## src/rtl/rtc_bcd_pkg.sv

```systemverilog
package rtc_bcd_pkg;

    localparam int ADDR_W = 4;
    localparam int DATA_W = 8;
    localparam int NREGS  = 1 << ADDR_W;

    localparam logic [ADDR_W-1:0] OFS_HUND  = 4'd1;
    localparam logic [ADDR_W-1:0] OFS_CTRL  = 4'd8;
    localparam logic [ADDR_W-1:0] OFS_SEC   = 4'd9;
    localparam logic [ADDR_W-1:0] OFS_MIN   = 4'd10;
    localparam logic [ADDR_W-1:0] OFS_HOUR  = 4'd11;
    localparam logic [ADDR_W-1:0] OFS_WDAY  = 4'd12;
    localparam logic [ADDR_W-1:0] OFS_DATE  = 4'd13;
    localparam logic [ADDR_W-1:0] OFS_MONTH = 4'd14;
    localparam logic [ADDR_W-1:0] OFS_YEAR  = 4'd15;

    localparam int BIT_RFRZ = 6;
    localparam int BIT_WFRZ = 7;
    localparam int BIT_STOP = 7;

    typedef struct packed {
        logic [7:0] year;
        logic [4:0] month;
        logic [5:0] date;
        logic [2:0] wday;
        logic [5:0] hour;
        logic [6:0] min;
        logic [6:0] sec;
        logic [7:0] hund;
    } rtc_time_t;

    localparam rtc_time_t TIME_RESET = '{year: 8'h00, month: 5'h01, date: 6'h01,
                                         wday: 3'h1, hour: 6'h00, min: 7'h00,
                                         sec: 7'h00, hund: 8'h00};

    function automatic logic [7:0] bcd_inc(input logic [7:0] v);
        if (v[3:0] >= 4'd9) return {v[7:4] + 4'd1, 4'd0};
        return {v[7:4], v[3:0] + 4'd1};
    endfunction

    function automatic logic leap_year(input logic [7:0] y);
        if (y[4] == 1'b0) return (y[3:0] == 4'd0) || (y[3:0] == 4'd4) || (y[3:0] == 4'd8);
        return (y[3:0] == 4'd2) || (y[3:0] == 4'd6);
    endfunction

    function automatic logic [5:0] month_last(input logic [4:0] m, input logic [7:0] y);
        case (m)
            5'h02:                      return leap_year(y) ? 6'h29 : 6'h28;
            5'h04, 5'h06, 5'h09, 5'h11: return 6'h30;
            default:                    return 6'h31;
        endcase
    endfunction

    function automatic logic [DATA_W-1:0] field_mask(input int idx);
        case (idx)
            1, 15:  return 8'hFF;
            9, 10:  return 8'h7F;
            11, 13: return 8'h3F;
            12:     return 8'h07;
            14:     return 8'h1F;
            default: return 8'h00;
        endcase
    endfunction

    function automatic logic [DATA_W-1:0] field_of(input rtc_time_t t, input int idx);
        case (idx)
            1:  return t.hund;
            9:  return {1'b0, t.sec};
            10: return {1'b0, t.min};
            11: return {2'b0, t.hour};
            12: return {5'b0, t.wday};
            13: return {2'b0, t.date};
            14: return {3'b0, t.month};
            15: return t.year;
            default: return 8'h00;
        endcase
    endfunction

    function automatic logic [DATA_W-1:0] reset_byte(input int idx);
        case (idx)
            9:          return 8'h80;
            12, 13, 14: return 8'h01;
            default:    return 8'h00;
        endcase
    endfunction

endpackage

```

## src/rtl/rtc_live_counter.sv

```systemverilog
module rtc_live_counter
    import rtc_bcd_pkg::*;
(
    input  logic      clk,
    input  logic      rst,
    input  logic      tick,
    input  logic      run,
    input  logic      load,
    input  rtc_time_t load_val,
    output rtc_time_t cur,
    output rtc_time_t nxt,
    output logic      sec_carry
);
    rtc_time_t q;
    logic step;

    assign step      = tick && run && !load;
    assign sec_carry = step && (q.hund == 8'h99);

    always_comb begin
        logic c_sec, c_min, c_hour, c_date, c_mon;
        nxt   = q;
        c_sec = 1'b0; c_min = 1'b0; c_hour = 1'b0; c_date = 1'b0; c_mon = 1'b0;
        if (step) begin
            c_sec    = (q.hund == 8'h99);
            nxt.hund = c_sec ? 8'h00 : bcd_inc(q.hund);
        end
        if (c_sec) begin
            c_min   = (q.sec == 7'h59);
            nxt.sec = c_min ? 7'h00 : bcd_inc({1'b0, q.sec})[6:0];
        end
        if (c_min) begin
            c_hour  = (q.min == 7'h59);
            nxt.min = c_hour ? 7'h00 : bcd_inc({1'b0, q.min})[6:0];
        end
        if (c_hour) begin
            c_date   = (q.hour == 6'h23);
            nxt.hour = c_date ? 6'h00 : bcd_inc({2'b0, q.hour})[5:0];
        end
        if (c_date) begin
            nxt.wday = (q.wday >= 3'h7) ? 3'h1 : q.wday + 3'h1;
            c_mon    = (q.date == month_last(q.month, q.year));
            nxt.date = c_mon ? 6'h01 : bcd_inc({2'b0, q.date})[5:0];
        end
        if (c_mon) begin
            nxt.month = (q.month == 5'h12) ? 5'h01 : bcd_inc({3'b0, q.month})[4:0];
            if (q.month == 5'h12)
                nxt.year = (q.year == 8'h99) ? 8'h00 : bcd_inc(q.year);
        end
    end

    always_ff @(posedge clk) begin
        if (rst)       q <= TIME_RESET;
        else if (load) q <= load_val;
        else           q <= nxt;
    end

    assign cur = q;
endmodule

```

## src/rtl/rtc_shadow_regs.sv

```systemverilog
module rtc_shadow_regs
    import rtc_bcd_pkg::*;
(
    input  logic              clk,
    input  logic              rst,
    input  logic              wr_en,
    input  logic [ADDR_W-1:0] addr,
    input  logic [DATA_W-1:0] wr_data,
    input  logic              sec_carry,
    input  rtc_time_t         live_nxt,
    output logic [DATA_W-1:0] rd_data,
    output logic              refresh,
    output logic              load,
    output rtc_time_t         load_val,
    output logic              run,
    output logic [DATA_W-1:0] ctrl
);
    logic [DATA_W-1:0] rv [NREGS];

    assign ctrl    = rv[OFS_CTRL];
    assign refresh = sec_carry && !ctrl[BIT_RFRZ] && !ctrl[BIT_WFRZ];
    assign load    = wr_en && (addr == OFS_CTRL) && ctrl[BIT_WFRZ] && !wr_data[BIT_WFRZ];
    assign run     = !rv[OFS_SEC][BIT_STOP];

    for (genvar i = 0; i < NREGS; i++) begin : g_byte
        localparam logic [DATA_W-1:0] MASK = field_mask(i);
        localparam logic [DATA_W-1:0] RSTV = reset_byte(i);
        logic [DATA_W-1:0] b;
        always_ff @(posedge clk) begin
            if (rst) begin
                b <= RSTV;
            end else if (wr_en && addr == ADDR_W'(i)) begin
                b <= wr_data;
            end else if (refresh && MASK != '0) begin
                b <= (b & ~MASK) | (field_of(live_nxt, i) & MASK);
            end
        end
        assign rv[i] = b;
    end

    always_comb begin
        load_val.hund  = rv[OFS_HUND];
        load_val.sec   = rv[OFS_SEC][6:0];
        load_val.min   = rv[OFS_MIN][6:0];
        load_val.hour  = rv[OFS_HOUR][5:0];
        load_val.wday  = rv[OFS_WDAY][2:0];
        load_val.date  = rv[OFS_DATE][5:0];
        load_val.month = rv[OFS_MONTH][4:0];
        load_val.year  = rv[OFS_YEAR];
    end

    assign rd_data = rv[addr];
endmodule

```

## src/rtl/rtc_bcd_regfile.sv

```systemverilog
module rtc_bcd_regfile
    import rtc_bcd_pkg::*;
(
    input  logic              clk,
    input  logic              rst,
    input  logic              tick,
    input  logic              wr_en,
    input  logic [ADDR_W-1:0] addr,
    input  logic [DATA_W-1:0] wr_data,
    output logic [DATA_W-1:0] rd_data
);
    rtc_time_t         live_q;
    rtc_time_t         live_nxt;
    rtc_time_t         load_val;
    logic              sec_carry;
    logic              refresh;
    logic              load;
    logic              run;
    logic [DATA_W-1:0] ctrl;

    rtc_live_counter u_live (
        .clk       (clk),
        .rst       (rst),
        .tick      (tick),
        .run       (run),
        .load      (load),
        .load_val  (load_val),
        .cur       (live_q),
        .nxt       (live_nxt),
        .sec_carry (sec_carry)
    );

    rtc_shadow_regs u_regs (
        .clk       (clk),
        .rst       (rst),
        .wr_en     (wr_en),
        .addr      (addr),
        .wr_data   (wr_data),
        .sec_carry (sec_carry),
        .live_nxt  (live_nxt),
        .rd_data   (rd_data),
        .refresh   (refresh),
        .load      (load),
        .load_val  (load_val),
        .run       (run),
        .ctrl      (ctrl)
    );
endmodule

```

## config.mk

```make
export PLATFORM = sky130hd
export DESIGN_NAME = rtc_bcd_regfile
export DESIGN_NICKNAME = d
export VERILOG_FILES = /design/src/rtl/rtc_bcd_pkg.sv /design/src/rtl/rtc_live_counter.sv /design/src/rtl/rtc_shadow_regs.sv /design/src/rtl/rtc_bcd_regfile.sv
export SDC_FILE = /design/constraint.sdc
export NUM_CORES = 1
export LEC_CHECK = 0
export ABC_CLOCK_PERIOD_IN_PS = 3600
export BUFFER_PORTS_ARGS = -buffer_cell sky130_fd_sc_hd__buf_2
export CAP_MARGIN = 15
export CORE_MARGIN = 5
export CORE_UTILIZATION = 60
export DETAILED_ROUTE_END_ITERATION = 10
export PLACE_DENSITY = 0.77
export REMOVE_ABC_BUFFERS = 1
export SYNTH_ARGS = -nofsm -noshare
export SYNTH_HDL_FRONTEND = slang
export SYNTH_SLANG_ARGS = --single-unit
```

## constraint.sdc

```tcl
create_clock -name clk -period 3.6 [get_ports clk]
set_input_delay 0.36 -clock clk [delete_from_list [all_inputs] [get_ports clk]]
set_output_delay 0.36 -clock clk [all_outputs]
set_load 0.005 [all_outputs]
```

After elaboration in Yosys (flattened, before gate mapping) --
Index checks and enable logic that the tools add are counted.
Storage, ports and cells: flip-flop bits (word level) 178, latch bits 0, bits in writable memories 0, bits in read-only memories 0, bits of input ports 16, output and inout port bits 8, logic and storage cells 225, memories 0
Cells by class: add/sub/neg operators 15, multiply operators 0, divide/modulo/power cells 0, magnitude comparators 9, eq/ne operators 31, shifts and indexed selects 0, multiplexer cells 97, bitwise logic cells 7, reduce and logical (&&, ||, !) cells 42
Operators with widths (count):
- 2-to-1 mux 8 bit | 26
- 2-to-1 mux 7 bit | 14
- 2-to-1 mux 6 bit | 14
- 2-to-1 mux 50 bit | 1
- adder 4 x 1 -> 4 bit (second input constant) | 9
- == test 4 bit (second input constant) | 9
- binary-select mux 8 bit (select 4 bit) | 1
- 2-to-1 mux 5 bit | 6
- greater-or-equal comparator 4 bit (second input constant) | 7
- 2-to-1 mux 1 bit | 28
- == test 4 x 3 -> 1 bit (second input constant) | 6
- logical AND 1 bit | 23
- == test 8 bit (second input constant) | 2
- OR 8 x 6 -> 8 bit | 2
- OR 8 x 7 -> 8 bit | 2
- nonzero test 2 bit | 8
- == test 7 bit (second input constant) | 2
- 2-to-1 mux 13 bit | 1
- == test 4 x 2 -> 1 bit (second input constant) | 3
- 2-to-1 mux 3 bit | 4
- case mux 6 bit (2 select lines) | 1
- == test 5 x 3 -> 1 bit (second input constant) | 2
- == test 5 bit (second input constant) | 2
- adder 3 x 1 -> 3 bit (second input constant) | 3
- other kinds (17) | 25

Depth between registers and ports, before layout --
word-level depth 30, depth in mapped cells 11, mapped depth without buffers 9

By module --
A second synthesis with hierarchy kept.
Unflattened totals: cell total of the unflattened synthesis 1265, area, all modules 10406.2 um^2
Modules (own cells, without submodules):
- rtc_shadow_regs | times used 1, cells each 779, area each 6570.1 um^2, sequential area each 2562.5 um^2
- rtc_live_counter | times used 1, cells each 486, area each 3836.2 um^2, sequential area each 1001.0 um^2

Least setup slack after synthesis --
OpenSTA, ideal clock, no wires.
path type register to register, start register u_live.q (netlist bit u_live.cur[0]), end register u_regs.g_byte[15].b[5], setup time 0.076 ns, arrival 2.744 ns, data required time 3.524 ns, slack 0.780 ns, cell stages (with the launch flop) 9, buffers on the path 1, clock period less this slack 2.820 ns, path through dfxtp_1 -> ha_1 -> nor4bb_1 -> nand2_1 -> or4_1 -> buf_2 -> or4_4 -> mux2_4 -> o22ai_1
On the way: cells in the longest elaborated chain, start to end 9, elaborated cells between the ends (all ways) 13
Ends and longest elaborated chain:
- start: declaration | line rtc_live_counter.sv:14 | rtc_time_t q;
- start signal: assignment | line rtc_live_counter.sv:54 | else if (load) q <= load_val;
- start signal: assignment | line rtc_live_counter.sv:55 | else q <= nxt;
- == test 8 bit * | line rtc_live_counter.sv:18, rtc_live_counter.sv:25
- 2-to-1 mux 1 bit | line rtc_live_counter.sv:24 | if (step) begin
- 2-to-1 mux 1 bit | line rtc_live_counter.sv:28 | if (c_sec) begin
- 2-to-1 mux 1 bit | line rtc_live_counter.sv:32 | if (c_min) begin
- 2-to-1 mux 1 bit | line rtc_live_counter.sv:36 | if (c_hour) begin
- 2-to-1 mux 1 bit | line rtc_live_counter.sv:40 | if (c_date) begin
- 2-to-1 mux 13 bit | line rtc_live_counter.sv:45 | if (c_mon) begin
- 2-to-1 mux 8 bit | line rtc_shadow_regs.sv:34 | end else if (refresh && MASK != '0) begin
- 2-to-1 mux 8 bit | line rtc_shadow_regs.sv:32 | end else if (wr_en && addr == ADDR_W'(i)) begin
- end signal: assignment | line rtc_shadow_regs.sv:33 | b <= wr_data;
- end signal: assignment | line rtc_shadow_regs.sv:35 | b <= (b & ~MASK) | (field_of(live_nxt, i) & MASK);
- end: declaration | line rtc_shadow_regs.sv:28 | logic [DATA_W-1:0] b;
Every way passes the cells marked *; elsewhere a longest branch is shown, timed or not. The select of a mux whose other input is x is not followed. A chain may end at the register's enable or synchronous reset.

Worst setup path in the final report --
start register u_live.q (netlist bit u_live.cur[0]), end register u_regs.g_byte[14].b[4]
On the way: cells in the longest elaborated chain, start to end 13, elaborated cells between the ends (all ways) 17
Ends and longest elaborated chain:
- == test 8 bit * | line rtc_live_counter.sv:18, rtc_live_counter.sv:25
- 2-to-1 mux 1 bit | line rtc_live_counter.sv:24
- 2-to-1 mux 1 bit | line rtc_live_counter.sv:28
- 2-to-1 mux 1 bit | line rtc_live_counter.sv:32
- 2-to-1 mux 1 bit | line rtc_live_counter.sv:36
- 2-to-1 mux 1 bit | line rtc_live_counter.sv:40
- 2-to-1 mux 13 bit | line rtc_live_counter.sv:45
- 2-to-1 mux 5 bit | line rtc_shadow_regs.sv:34
- 2-to-1 mux 5 bit | line rtc_shadow_regs.sv:32
- 2-to-1 mux 5 bit | line rtc_shadow_regs.sv:30 | if (rst) begin
- OR 8 x 5 -> 8 bit | line rtc_shadow_regs.sv:35
- 2-to-1 mux 8 bit | line rtc_shadow_regs.sv:34
- 2-to-1 mux 8 bit | line rtc_shadow_regs.sv:32
- end signal: assignment | line rtc_shadow_regs.sv:33
- end signal: assignment | line rtc_shadow_regs.sv:35
- end: declaration | line rtc_shadow_regs.sv:28
Marks and branches as above.

==> metrics.md <==
| Metric | Value |
|---|---|
| Outcome | `complete, no violations` |
| Flip-flop cell with the highest count after synthesis | `sky130_fd_sc_hd__dfxtp_1` |
| Maximum clock path buffer count | `2` |
| Initial drt markers | `1047` |
| Proportion of layout cells with a drive suffix above 1 | `12.6%` |
| Total of cells resized after clock tree synthesis | `0` |
| Routed met1 length | `11200 um` |
| IO buf count | `23` |
| XOR/XNOR share of the synthesized area | `0.554%` |
| First-pass GRT wire length | `42500 um` |
| Kind of start point of the critical path | `flip-flop` |
| Starting utilization of the core area | `60.4%` |
| H-tree levels | `4` |
| Number of enable-type register cells in the synthesized netlist | `0` |
| Clock latency on the worst-skew pair | `430 ps` |
| Routed wire length | `26500 um` |
| Share of synthesized area occupied by flip-flops and latches | `37.6%` |
| Length of routed met3 wiring | `2400 um` |
| Net total in the final layout | `1145` |
| Skew final | `7.31 ps` |
| Post-detailed-route wirelength per cell | `20.0 um` |
| Power per cell area | `400 mW/mm^2` |
| Via count of the first global-routing pass | `7970` |
| Cell row count | `46` |
| Hold Fails Final Rpt | `0` |
| Met2 WL | `12100 um` |
| Number of vias after detailed routing | `8507` |
| Actual slew at the worst max-slew pin | `840 ps` |
| Post-synthesis cell type count | `63` |
| Number of antenna violations at the first check in global routing | `0` |
| Height of the die | `136 um` |
| Adder-cell share of the synthesized area | `4.62%` |
| Post-CTS Setup Bufs | `0` |
| Layout-stage area growth over the synthesis result | `9.78%` |
| Type of the worst setup path | `flip-flop to flip-flop` |
| Multiplexer share of the synthesized area | `15.9%` |
| Max incr delay on CP | `600 ps` |
| Final instance count without filler cells | `1323` |
| Gate count after technology mapping | `1102` |
| Antenna fix cells | `0` |
| Count of placed standard cells including taps | `1291` |
| Post-synthesis cell area | `0.00949 sq mm` |
| Leading cell type by number of instances after synthesis | `sky130_fd_sc_hd__dfxtp_1` |
| Area enclosed by the die boundary | `0.0184 sq mm` |
| Fraction of post-synthesis cell area in the top cell type by area | `37.6%` |
| Maximum Capacitance Violations | `0` |
| Pre-antenna DRT Iters | `5` |
| DRC violation count after routing | `0` |
| Peak clock frequency supported by timing | `319 MHz` |
| Combinational family with the most area after synthesis | `simple AND/OR/NAND/NOR gates` |
| Clk sinks | `178` |
| Area of the core region | `0.0157 sq mm` |
| Post-CTS clock slew at the launch and capture registers of the worst setup and hold paths | `70 ps` |
| Arrival time worst endpoint | `3440 ps` |
| Gr ovfl total | `0` |
| Cells traversed along the worst timing path | `ha_1, nor4bb_1, nand2_1, or4_1, buf_4, or3_1, a211oi_1, o22ai_1` |
| Slowest-stage cell, CP | `sky130_fd_sc_hd__or4_1` |
| CP endpoint kind | `flip-flop` |
| Final ANT Viol Nets | `0` |
| Largest cells by area after synthesis | `sky130_fd_sc_hd__dfxtp_1, sky130_fd_sc_hd__mux4_2, sky130_fd_sc_hd__nor2_1, sky130_fd_sc_hd__mux2i_1, sky130_fd_sc_hd__a21oi_1` |
| Pins Over Slew Limit | `0` |
| DPL Wire Length | `17400 um` |
| Synth cell count leaders | `sky130_fd_sc_hd__dfxtp_1, sky130_fd_sc_hd__nor2_1, sky130_fd_sc_hd__nand2_1, sky130_fd_sc_hd__a21oi_1, sky130_fd_sc_hd__clkbuf_1` |
| Hold/Removal Path Class | `primary input to flip-flop` |
| Master cell of the clock root buffer | `sky130_fd_sc_hd__clkbuf_16` |
| Worst reg2reg path depth | `8` |
| IO Count | `24` |
| Minimum clock period after layout | `3130 ps` |
| Share of the synthesized area in compound gates (AO/OA/AOI/OAI) | `15.4%` |
| Clock tree from TritonCTS | `built` |
| Critical Path Stages | `8` |
| Peak fanout along the critical path | `26` |
| Total of hold buffers inserted after clock tree synthesis | `0` |
| Cts bufs inserted | `17` |
| First element of the critical path | `u_live.cur[0]$_SDFF_PP0_` |
| Width of the chip | `136 um` |
| Share of the clock period used by the worst path | `87.0%` |
| Simple-gate portion of the synthesized area | `21.6%` |
| Number of warning messages in the yosys log | `0` |
| Flip-flop and latch count after synthesis | `178` |
| Largest delay share family, worst path | `simple AND/OR/NAND/NOR gates` |
| Final weighted congestion in routability-driven placement | `0.927` |
| Crit path setup slack, layout | `469 ps` |
| Worst path bufs/invs | `1` |
| Pin count of the biggest net entering global routing | `77` |
| Syn_area_per_cell | `8.61 sq um` |
| Setup repair after global routing missed its margin | `no` |
| WHS Path Cells | `2` |
| Required time of the worst setup path | `3910 ps` |
| Max Used Layer | `met4` |
| RR Startpoint | `u_live.cur[0]$_SDFF_PP0_` |
| Static leakage | `3.88 nW` |
| Post-place setup slack | `548 ps` |
| Global-route usage over all layers | `29.2%` |
| Share of synthesized registers carrying an async set or reset | `0%` |
| # setup viols final | `0` |
| Leading area contributor after synthesis | `sky130_fd_sc_hd__dfxtp_1` |
| Hold Path Origin | `rst` |
| Peak ir drop on the vdd network | `0.334 mV` |
| Max_slew headroom | `43.5%` |
| Vias per cell | `6.43` |
placed cells by master (no fill, tap or decap), types with 5 or more instances in the layout:
master and instances:
sky130_fd_sc_hd__nor3_1 33, sky130_fd_sc_hd__nand4_1 8, sky130_fd_sc_hd__buf_2 22, sky130_fd_sc_hd__a211oi_1 33, sky130_fd_sc_hd__a21oi_1 91, sky130_fd_sc_hd__dfxtp_1 178
sky130_fd_sc_hd__mux4_2 40, sky130_fd_sc_hd__buf_4 30, sky130_fd_sc_hd__a31oi_1 7, sky130_fd_sc_hd__o31ai_1 8, sky130_fd_sc_hd__nand2_1 117, sky130_fd_sc_hd__o211ai_1 14
sky130_fd_sc_hd__nor2_1 154, sky130_fd_sc_hd__and3_1 9, sky130_fd_sc_hd__and2_1 6, sky130_fd_sc_hd__nand3b_1 6, sky130_fd_sc_hd__o31a_1 6, sky130_fd_sc_hd__clkbuf_16 17
sky130_fd_sc_hd__mux2i_1 56, sky130_fd_sc_hd__inv_6 7, sky130_fd_sc_hd__nor2b_1 5, sky130_fd_sc_hd__nor4_1 5, sky130_fd_sc_hd__o21ai_0 40, sky130_fd_sc_hd__nand2b_1 12
sky130_fd_sc_hd__or3_1 10, sky130_fd_sc_hd__o22ai_1 5, sky130_fd_sc_hd__inv_1 25, sky130_fd_sc_hd__ha_1 35, sky130_fd_sc_hd__nand3_1 49
cell families after synthesis:
family | Yosys count
multiplexers | 100
AO/OA/AOI/OAI | 236
adder cells (fa/ha/maj) | 35
XOR/XNOR | 6
flip-flops | 178
AND/OR/NAND/NOR | 442
buffers and inverters | 105
state kept, by name, summed over array words and instances, names as in the netlist:
signal and count:
u_regs.ctrl 8, u_regs.g_byte.b 120, u_live.cur 50
worst reg2reg max path, cell delays in order (launching register included):
cell,delay [ps]
sky130_fd_sc_hd__dfxtp_1,430
sky130_fd_sc_hd__ha_1,230
sky130_fd_sc_hd__nor4bb_1,480
sky130_fd_sc_hd__nand2_1,210
sky130_fd_sc_hd__or4_1,600
sky130_fd_sc_hd__buf_4,250
sky130_fd_sc_hd__or3_1,460
sky130_fd_sc_hd__a211oi_1,250
sky130_fd_sc_hd__o22ai_1,90
cell type report:
cell class / count / area (sq um)
inverters: 25 / 93.8
repair buffers: 53 / 355
multi-input cells: 819 / 5530
clock buffers: 18 / 439
well taps: 216 / 270
clock inverters: 14 / 165
flip-flops and latches: 178 / 3560
fillers: 1271 / 5300
report_power, final:
part / internal [mW] / total (mW) / leakage, nW / switching (mW)
combinational: 0.0788 / 0.236 / 2.15 / 0.157
sequential: 1.99 / 2.01 / 1.44 / 0.0175
clock: 1.06 / 1.92 / 0.291 / 0.858
metrics by stage:
| step | total power, mW | TNS (ps) | hold WS, ps | cell area [sq um] | util [%] |
|---|---|---|---|---|---|
| floorplan | 2.14 | -1690 | 427 | 9170 | - |
| global placement | 2.28 | 0 | 439 | 9810 | 62.4 |
| detailed placement | 2.28 | 0 | 445 | 9810 | 62.4 |
| CTS | 4.17 | 0 | 353 | 10400 | 66.3 |
| global route | 4.28 | 0 | 392 | 10400 | 66.3 |
| finish | 4.17 | 0 | 366 | 10400 | 66.3 |
final timing paths:
| check | endpoint | slack (ps) |
|---|---|---|
| max reg2reg | u_regs.g_byte[14].b[4]$_SDFFE_PP0P_ | 470 |
| max | u_regs.g_byte[14].b[4]$_SDFFE_PP0P_ | 470 |
| min reg2reg | u_regs.g_byte[12].b[3]$_SDFFE_PP0P_ | 460 |
| min | u_live.cur[3]$_SDFF_PP0_ | 370 |
routing by layer:
metal  track usage (%)  up-vias
met5                 0        -
met4              10.5        0
met3              6.28       65
met2              45.6      419
met1              40.1     4060
li1                  -     3963
Note: power is estimated with default switching activity, not from simulation.
